--- src/rtl/adc_seq.sv ---
module adc_seq #(
  parameter int DATA_W           = 12,
  parameter int BYTE_W           = 8,
  parameter int POWERUP_CYC      = 500,
  parameter int MIN_INTERVAL_CYC = 250,
  parameter int CS_SETUP_CYC     = 3,
  parameter int READ_CYC         = 4,
  parameter int RECOVER_CYC      = 5,
  parameter int EOC_TIMEOUT_CYC  = 1000
) (
  input  logic              clk,
  input  logic              rst_n,
  input  logic              conv_req,
  input  logic              wide_mode,
  input  logic              right_just,
  input  logic              adc_eoc,
  input  logic [DATA_W-1:0] adc_data,
  output logic              adc_sc_n,
  output logic              adc_cs_n,
  output logic              adc_oe_n,
  output logic              adc_hi_byte,
  output logic              adc_right_just,
  output logic              res_valid,
  output logic [DATA_W-1:0] res_data,
  output logic              eoc_timeout
);
  localparam int LO_W    = DATA_W - BYTE_W;
  localparam int MAX_A   = POWERUP_CYC > EOC_TIMEOUT_CYC ? POWERUP_CYC : EOC_TIMEOUT_CYC;
  localparam int MAX_B   = CS_SETUP_CYC > READ_CYC ? CS_SETUP_CYC : READ_CYC;
  localparam int MAX_C   = MAX_B > RECOVER_CYC ? MAX_B : RECOVER_CYC;
  localparam int CNT_MAX = MAX_A > MAX_C ? MAX_A : MAX_C;
  localparam int CNT_W   = $clog2(CNT_MAX + 1);
  localparam int IV_W    = $clog2(MIN_INTERVAL_CYC + 1);

  typedef enum logic [2:0] {
    S_PWR, S_IDLE, S_START, S_WAIT, S_SETUP, S_RD_HI, S_RD_LO, S_RECOV
  } st_t;

  st_t              st, nxt;
  logic [CNT_W-1:0] cnt, dur_m1;
  logic [IV_W-1:0]  iv_cnt;
  logic             pend, wide_q, rj_q, last, iv_ok, go;
  logic [BYTE_W-1:0] hi_q;
  logic [BYTE_W-1:0] bus_byte;

  assign bus_byte = adc_data[DATA_W-1 -: BYTE_W];
  assign iv_ok    = iv_cnt >= IV_W'(MIN_INTERVAL_CYC - 1);
  assign go       = (st == S_IDLE) && (pend || conv_req) && iv_ok;
  assign last     = cnt == dur_m1;

  always_comb begin
    case (st)
      S_PWR:   dur_m1 = CNT_W'(POWERUP_CYC - 1);
      S_WAIT:  dur_m1 = CNT_W'(EOC_TIMEOUT_CYC - 1);
      S_SETUP: dur_m1 = CNT_W'(CS_SETUP_CYC - 1);
      S_RD_HI,
      S_RD_LO: dur_m1 = CNT_W'(READ_CYC - 1);
      S_RECOV: dur_m1 = CNT_W'(RECOVER_CYC - 1);
      default: dur_m1 = '0;
    endcase
  end

  always_comb begin
    nxt = st;
    case (st)
      S_PWR:   if (last) nxt = S_IDLE;
      S_IDLE:  if (go) nxt = S_START;
      S_START: nxt = S_WAIT;
      S_WAIT:  if (adc_eoc) nxt = S_SETUP;
               else if (last) nxt = S_IDLE;
      S_SETUP: if (last) nxt = S_RD_HI;
      S_RD_HI: if (last) nxt = wide_q ? S_RECOV : S_RD_LO;
      S_RD_LO: if (last) nxt = S_RECOV;
      S_RECOV: if (last) nxt = S_IDLE;
      default: nxt = S_IDLE;
    endcase
  end

  always_ff @(posedge clk) begin
    if (!rst_n) begin
      st     <= S_PWR;
      cnt    <= '0;
      iv_cnt <= IV_W'(MIN_INTERVAL_CYC);
      pend   <= 1'b0;
    end else begin
      st   <= nxt;
      cnt  <= (nxt != st) ? '0 : cnt + 1'b1;
      pend <= go ? 1'b0 : (pend | conv_req);
      if (st == S_START)
        iv_cnt <= IV_W'(1);
      else if (iv_cnt != IV_W'(MIN_INTERVAL_CYC))
        iv_cnt <= iv_cnt + 1'b1;
    end
  end

  always_ff @(posedge clk) begin
    if (!rst_n) begin
      wide_q      <= 1'b1;
      rj_q        <= 1'b0;
      hi_q        <= '0;
      res_data    <= '0;
      res_valid   <= 1'b0;
      eoc_timeout <= 1'b0;
    end else begin
      res_valid   <= 1'b0;
      eoc_timeout <= (st == S_WAIT) && !adc_eoc && last;
      if (go) begin
        wide_q <= wide_mode;
        rj_q   <= right_just;
      end
      if (st == S_RD_HI && last) begin
        hi_q <= bus_byte;
        if (wide_q) begin
          res_data  <= adc_data;
          res_valid <= 1'b1;
        end
      end
      if (st == S_RD_LO && last) begin
        res_data  <= rj_q ? {hi_q[LO_W-1:0], bus_byte}
                          : {hi_q, bus_byte[BYTE_W-1 -: LO_W]};
        res_valid <= 1'b1;
      end
    end
  end

  assign adc_sc_n       = st != S_START;
  assign adc_cs_n       = !(st == S_SETUP || st == S_RD_HI || st == S_RD_LO);
  assign adc_oe_n       = !(st == S_RD_HI || st == S_RD_LO);
  assign adc_hi_byte    = st != S_RD_LO;
  assign adc_right_just = rj_q;

  logic [IV_W-1:0]  sc_gap;
  logic [CNT_W-1:0] pu_age;
  logic [CNT_W-1:0] oe_gap;

  always_ff @(posedge clk) begin
    if (!rst_n) begin
      sc_gap <= IV_W'(MIN_INTERVAL_CYC);
      pu_age <= '0;
      oe_gap <= CNT_W'(RECOVER_CYC);
    end else begin
      if (!adc_sc_n) sc_gap <= IV_W'(1);
      else if (sc_gap != IV_W'(MIN_INTERVAL_CYC)) sc_gap <= sc_gap + 1'b1;
      if (pu_age != CNT_W'(POWERUP_CYC)) pu_age <= pu_age + 1'b1;
      if (!adc_oe_n) oe_gap <= '0;
      else if (oe_gap != CNT_W'(RECOVER_CYC)) oe_gap <= oe_gap + 1'b1;
    end
  end

  AST_POWERUP_HOLD: assert property (@(posedge clk) disable iff (!rst_n) !adc_sc_n |-> pu_age >= CNT_W'(POWERUP_CYC));
  AST_SC_SPACING: assert property (@(posedge clk) disable iff (!rst_n) $fell(adc_sc_n) |-> sc_gap >= IV_W'(MIN_INTERVAL_CYC));
  AST_SC_ONE_CYCLE: assert property (@(posedge clk) disable iff (!rst_n) !adc_sc_n |=> adc_sc_n);
  AST_OE_NEEDS_CS: assert property (@(posedge clk) disable iff (!rst_n) !adc_oe_n |-> !adc_cs_n);
  AST_SC_BUS_QUIET: assert property (@(posedge clk) disable iff (!rst_n) !adc_sc_n |-> adc_cs_n && adc_oe_n);
  AST_VALID_ONE: assert property (@(posedge clk) disable iff (!rst_n) res_valid |=> !res_valid);
  AST_TIMEOUT_ONE: assert property (@(posedge clk) disable iff (!rst_n) eoc_timeout |-> !res_valid ##1 !eoc_timeout);
  AST_RECOVER_GAP: assert property (@(posedge clk) disable iff (!rst_n) $fell(adc_sc_n) |-> oe_gap >= CNT_W'(RECOVER_CYC));
endmodule

--- config.mk ---
export PLATFORM = sky130hd
export DESIGN_NAME = adc_seq
export DESIGN_NICKNAME = d
export VERILOG_FILES = /design/src/rtl/adc_seq.sv
export SDC_FILE = /design/constraint.sdc
export NUM_CORES = 1
export LEC_CHECK = 0
export BUFFER_PORTS_ARGS = -buffer_cell sky130_fd_sc_hd__buf_4
export CAP_MARGIN = 25
export CORE_MARGIN = 1.5
export CORE_UTILIZATION = 48
export DETAILED_ROUTE_END_ITERATION = 16
export HOLD_SLACK_MARGIN = 0.12
export PLACE_DENSITY = 0.79
export SYNTH_ARGS = -nofsm -noshare
export SYNTH_HDL_FRONTEND = slang
export SYNTH_SLANG_ARGS = --single-unit
--- constraint.sdc ---
create_clock -name clk -period 2.18 [get_ports clk]
set_input_delay 0.109 -clock clk [delete_from_list [all_inputs] [get_ports clk]]
set_output_delay 0.109 -clock clk [all_outputs]
set_load 0.05 [all_outputs]
==> qor.csv, run 1 <==
metric,value,unit
run status,"complete, no violations",
Tot GR Track Use,19.26,%
worst-path fanout max,10,
power share of the combinational group,15.6,%
Final Power,1720,µW
#FFs+latches synth,46,
Syn Area/Cell,9.523,µm²
commonest cells in the synthesized netlist,"dfxtp_1, nand2_1, mux2i_1, nor2_1, o211a_1",
Slew Limit Fails,0,
worst hold path class,in -> reg,
top cell type's share of synthesized area,37.63,%
Placed Area,2805,µm²
sequential area share after synthesis,37.63,%
antenna cell count,0,
PortBufs,36,
Die Height,74.41,µm
Starting Density,50.81,%
reg2reg start,st[1],
setup violators final,0,
Synth Flop Type,dfxtp_1,
initial DRC count,103,
# nets final,329,
Clock Skew,0.007742,ns
first-pass GRT wire length,8176,µm
area grow syn2layout,24.23,%
die area,5536,µm²
internal power,1273,µW
area of the core,4817,µm²
WHS Path Cells,3,
max_slew headroom,57.25,%
Netlist cell types,44,
Cell Pwr Density,565.6,nW/µm²
cts bufs inserted,5,
CP required,2.37,ns
Crit. End Element,flip-flop,
Leak,0.001464,µW
RSZ-0062 raised after global routing,no,
Psw,446.3,µW
Worst EP arrival,2.23,ns
R2R setup slack,0.15,ns
WL per Instance,13.44,µm
Root Buffer Master,clkbuf_8,
hpwl dp,3506,µm
die width,74.41,µm
pin count of the biggest net entering global routing,38,
clock tree from TritonCTS,yes,
detailed-route via count,1945,
initial antenna violation count,0,
post-route ant nets,0,
RD Place Congestion,0.8055,
clock slew at reported path FFs,0.08,ns
synth warn,0,
type of origin of the critical path,flip-flop,
R2R Path End,cnt[9],
Pre-Repair DR Iteration Count,4,
portion of total power attributed to the clock network,31.1,%
critical path class,reg -> reg,
Hold Path Origin,adc_data[8],
sw frac,25.96,%
H-tree depth,2,
synthesized cell area,2447,µm²
"Worst Setup Slack, final",0.1466,ns
Yosys top cell by area,dfxtp_1,
clock latency at the later pin of the worst-skew pair,0.30,ns
gr ovfl total,0,
CTS max path bufs,2,
Max-cap violations,0,
post-synthesis instance total,257,
clk sink count,46,
hold endpoint,hi_q[4],
vias per cell,5.201,
syn_nets,280,
Final Cycle Share,93.27,%
worst vdd ir,518.5,µV
Fin. Hold Viols,0,
"EDFF count, synth",0,
"count leader, synth",dfxtp_1,
maximum clock frequency,0.4918,GHz
asr flop ratio synth,0,%
fin util,63.12,%
share of layout cells above drive strength 1,25.73,%
Ports,37,
dpl ws,0.02694,ns
Tmin final,2.033,ns
# DRC,0,
Fin Setup TNS,0,ns
Register-to-Register Path Depth,8,
Core Rows,25,
"Non-Filler Cell Area, Final",3040,µm²
number of global-route vias before repair,1852,
most area-consuming cells after synthesis,"dfxtp_1, mux2i_1, mux2_2",
worst-margin pin slew,0.6404,ns
WL final,5026,µm
Seq pwr share,53.3,%
==> cells by family after synthesis <==
group	Yosys count	share of synthesized area [%]
AO/OA/AOI/OAI	41	14.77
XOR/XNOR	17	6.084
adder cells (fa/ha/maj)	5	2.556
buffers and inverters	23	4.499
flip-flops	46	37.63
multiplexers	34	14.52
AND/OR/NAND/NOR	91	19.94
==> power groups by stage <==
stage / registers, µW / logic, µW / clock network (µW)
after floorplan: 923 / 192 / 0
after global placement: 933 / 243 / 0
after detailed placement: 936 / 250 / 0
after CTS: 916 / 267 / 550
after global routing: 923 / 307 / 582
final: 916 / 268 / 535
==> how the worst max path moves through the flow <==
stage                   endpoint   from  slack [ns]  cells past startpoint
floorplan           res_data[10]  st[0]        0.24                      7
global placement          cnt[9]  st[1]        0.06                      7
detailed placement        cnt[9]  st[1]        0.03                      7
CTS                       cnt[9]  st[1]        0.02                      7
global route               st[0]  st[1]        0.01                      7
finish                    cnt[9]  st[1]        0.15                      8
==> area by class of cell <==
cell class / count / area [µm²]
well taps: 67 / 83.83
multi-input cells: 188 / 1425
fillers: 412 / 1777
inverters: 7 / 26.28
repair buffers: 58 / 488.0
flip-flops and latches: 46 / 925.9
clock buffers: 7 / 86.33
clock inverters: 1 / 5.005
==> flip-flops by register name, summed over array words and instances (netlist names) <==
name	cells
hi_q	8
wide_q	1
st	3
eoc_timeout	1
iv_cnt	8
cnt	10
res_data	12
pend	1
adc_right_just	1
res_valid	1
==> critical path: stages (launching register included) <==
cell,delay (ns)
dfxtp_2,0.36
buf_4,0.15
xor2_1,0.17
or3_1,0.36
a211oi_1,0.25
o21ai_2,0.18
o2111ai_4,0.24
buf_12,0.16
nor2_1,0.05
==> metrics by stage <==
step                hold WS, ns  std cells
finish                   0.1306        374
global route             0.1511        374
CTS                      0.1269        373
detailed placement       0.3618        354
global placement         0.3507        354
floorplan                0.2470        257
==> what timing repair did <==
| action | 4_1_cts | 5_1_grt |
|---|---|---|
| resized for setup | 0 | 5 |
| hold buffers | 11 | 0 |
| setup buffers | 0 | 1 |
| hold endpoints to repair | 11 | 0 |
| setup endpoints to repair | 0 | 21 |
==> per-layer routing <==
metal  global-route usage, %  wire (µm)  up-vias
li1                        -          -     1001
met1                   23.73       2312      908
met2                   32.74       2500       29
met3                   3.794        126        7
met4                   8.283         87        0
met5                       0          0        -
==> layout by cell type (no fill, tap or decap), drive strengths merged, types with 5 or more instances in the layout <==
master	n
dfxtp	46
xor2	9
mux2	12
buf	47
clkbuf	7
inv	7
and3	6
nand2	25
nor2b	11
nand3	10
ha	5
xnor2	8
dlygate4sd3	11
o211a	13
nor2	20
mux2i	22
o21ai	14
(Power assumes the default switching activity.)
==> run 2: changes to the inputs <==
ABC_AREA = 1   (was unset)
==> run 2 against run 1 <==
- worst setup slack got worse by 0.084 ns
- area after synthesis increased by 0.87%
- register-to-register slack got worse by 0.08 ns
- core utilization increased by 3.5 points
- non-clock buffer count up 6
- highest routed layer unchanged
- die area grew 0.84%
- critical path depth is 7 higher
- clock skew shrank 0.0033 ns
- final cell count up 26%
- largest power group is now combinational logic
==> qor.csv, run 2 <==
metric,value,unit,change
Crit. End Element,flip-flop,,
detailed-route via count,2475,,+27%
area grow syn2layout,30.87,%,
setup violators final,0,,unchanged
Synth Area in Simple Gates,30.21,%,+10 points
Die Height,74.72,µm,+0.42%
initial DRC count,177,,+72%
clock slew at reported path FFs,0.09,ns,about the same
most area-consuming cells after synthesis,"dfxtp_1, nand2_1, o21ai_0",,
Starting Density,50.92,%,+0.11 points
Worst setup startpoint,st[1],,
biggest regs,"res_data (12), cnt (10)",,
die area,5582,µm²,+0.84%
CTS max path bufs,2,,unchanged
post-synthesis instance total,345,,+34%
synthesized cell area,2469,µm²,+0.87%
synth warn,0,,unchanged
asr flop ratio synth,0,%,unchanged
fin util,66.63,%,+3.5 points
hpwl dp,4062,µm,+16%
run status,"complete, no violations",,
Root Buffer Master,clkbuf_8,,
number of global-route vias before repair,2094,,+13%
Critical Path Max Stage Delay,0.39,ns,+0.03 ns
"EDFF count, synth",0,,unchanged
mux share of post-synthesis cell area,0.4562,%,-14 points
Hold Path Origin,conv_req,,
cts bufs inserted,5,,unchanged
Worst EP arrival,2.36,ns,+0.13 ns
Fin. Hold Viols,0,,unchanged
Fin Setup TNS,0,ns,unchanged
clock tree from TritonCTS,yes,,
worst-path fanout max,6,,-4
Syn Area/Cell,7.155,µm²,-25%
Core Rows,25,,unchanged
initial antenna violation count,0,,unchanged
RD Place Congestion,0.9310,,+16%
PortBufs,36,,unchanged
"commonest cells after routing, fill and taps aside","nand2_1, buf_4, dfxtp_1, inv_1, o21ai_0",,
gr ovfl total,0,,unchanged
CP required,2.43,ns,+0.06 ns
commonest cells in the synthesized netlist,"nand2_1, dfxtp_1, inv_1, o21ai_0, nor2_1",,
Pre-Repair DR Iteration Count,5,,+1
Max-cap violations,0,,unchanged
max_slew headroom,68.85,%,+12 points
Clock Skew,0.004431,ns,-0.003311 ns
portion of total power attributed to the clock network,17.1,%,-14 points
power share of the combinational group,47.0,%,+31 points
Yosys top cell by area,dfxtp_1,,
GR peak layer,met2,,
Tot GR Track Use,21.86,%,+2.6 points
met1 Use GR,29.57,%,+5.8 points
vias per cell,5.233,,+0.62%
"count leader, synth",nand2_1,,
critical path class,reg -> reg,,
largest family of logic cells by synthesized area,simple AND/OR/NAND/NOR gates,,
"commonest non-fill, non-tap cell in the layout",nand2_1,,
Non-Filler Instances,473,,+26%
XOR/XNOR share of the synthesized area,4.257,%,-1.8 points
sequential area share after synthesis,37.30,%,-0.32 points
pin count of the biggest net entering global routing,31,,-18%
first-pass GRT wire length,9363,µm,+15%
clock latency at the later pin of the worst-skew pair,0.30,ns,about the same
post-synthesis compound-gate area fraction,16.37,%,+1.6 points
internal power,1698,µW,+33%
share of layout cells above drive strength 1,26.11,%,+0.38 points
worst hold path class,in -> reg,,
Final Cycle Share,97.14,%,+3.9 points
H-tree depth,2,,unchanged
WL per Instance,13.17,µm,-2.0%
Ports,37,,unchanged
#FFs+latches synth,46,,unchanged
Synth Flop Type,dfxtp_1,,
cell count after placement,444,,+25%
cell mode on critical path,nand2_2,,
Leak,0.001422,µW,-2.9%
max FFs per register,12,,unchanged
antenna cell count,0,,unchanged
WL final,6231,µm,+24%
Slew Limit Fails,0,,unchanged
# nets final,428,,+30%
worst-margin pin slew,0.4668,ns,-0.1736 ns
GRT met2 Usage,35.02,%,+2.3 points
type of origin of the critical path,flip-flop,,
# DRC,0,,unchanged
syn_nets,368,,+31%
Cell Pwr Density,955.8,nW/µm²,+69%
Tmin final,2.118,ns,+0.08426 ns
clk sink count,46,,unchanged
Seq pwr share,36.0,%,-17 points
top cell type's share of synthesized area,37.30,%,-0.32 points
met3 Resource Use GR,4.685,%,+0.89 points
reg2reg start,st[1],,
Post-Synth Adder-Cell Area,2.534,%,-0.022 points
maximum clock frequency,0.4722,GHz,-4.0%
post-route ant nets,0,,unchanged
RSZ-0062 raised after global routing,yes,,
area of the core,4848,µm²,+0.65%
Critical Path Slowest Stage Cell,dfxtp_4,,
CP cell instances,nor2_4 -> nand2_4 -> nand2_2 -> nand2_2 -> nor2_2 -> nand2_2 -> nor2_4 -> nand3_4 -> nand2_2 -> nor2_2 -> nand3_2 -> nand2_2 -> nor2_4 -> nand3_4 -> nor2_2,,
Psw,1390,µW,+210%
worst vdd ir,709.9,µV,+37%
die width,74.72,µm,+0.42%
Netlist cell types,31,,-30%
Reg with most FFs,res_data,,
sw frac,45.01,%,+19 points
fill count,380,,-7.8%
-- run 2: power groups by stage --
stage / registers (µW) / clock network (µW) / logic (µW)
after floorplan: 1070 / 0 / 963
after global placement: 1090 / 0 / 1170
after detailed placement: 1100 / 0 / 1200
after CTS: 1080 / 537 / 1230
after global routing: 1130 / 572 / 1590
final: 1110 / 528 / 1450
-- run 2: final cells by class --
type                    count  area [µm²]  area share (%)
well taps                  67       83.83           2.595
repair buffers             64       548.0           16.96
flip-flops and latches     46       928.4           28.74
clock inverters             3       18.77          0.5809
clock buffers               5       68.82           2.130
inverters                  44       167.7           5.190
multi-input cells         244        1415           43.80
-- run 2: worst max-delay path: cells and delay by family (launching register included) --
family / cells / cell delay, ns
and+or+nand+nor: 15 / 1.67
DFF: 1 / 0.39
-- run 2: worst paths after layout --
| path | slack (ns) | cells after the start | to |
|---|---|---|---|
| min reg2reg | 0.45 | 2 | hi_q[4] |
| max | 0.06 | 15 | cnt[6] |
| max reg2reg | 0.06 | 15 | cnt[6] |
| min | 0.13 | 3 | pend |
-- run 2: repair_timing --
action	CTS	global route
hold endpoints to repair	17	0
resized for setup	0	25
buffers inserted	0	4
hold buffers	15	0
setup endpoints to repair	0	22
-- run 2: metrics by stage --
stage	instance area, µm²	setup WS, ns	total power, µW	hold slack [ns]
floorplan	2471	0.09228	2031	0.2394
global placement	2844	0.09040	2256	0.3345
detailed placement	2844	0.04124	2302	0.3473
CTS	3082	0.01743	2847	0.1207
global route	3231	-0.05850	3292	0.1337
finish	3231	0.06235	3088	0.1298
-- run 2: kinds of logic after synthesis --
kind of cell / Yosys count
fa+ha+maj: 5
buf+inv: 56
simple gates: 152
xor+xnor: 12
flops: 46
mux: 1
compound gates: 73
-- run 2: per-layer routing --
metal	vias to the layer above	wire, µm
li1	1242	-
met1	1136	2804
met2	83	3034
met3	14	299
met4	0	93
met5	-	0
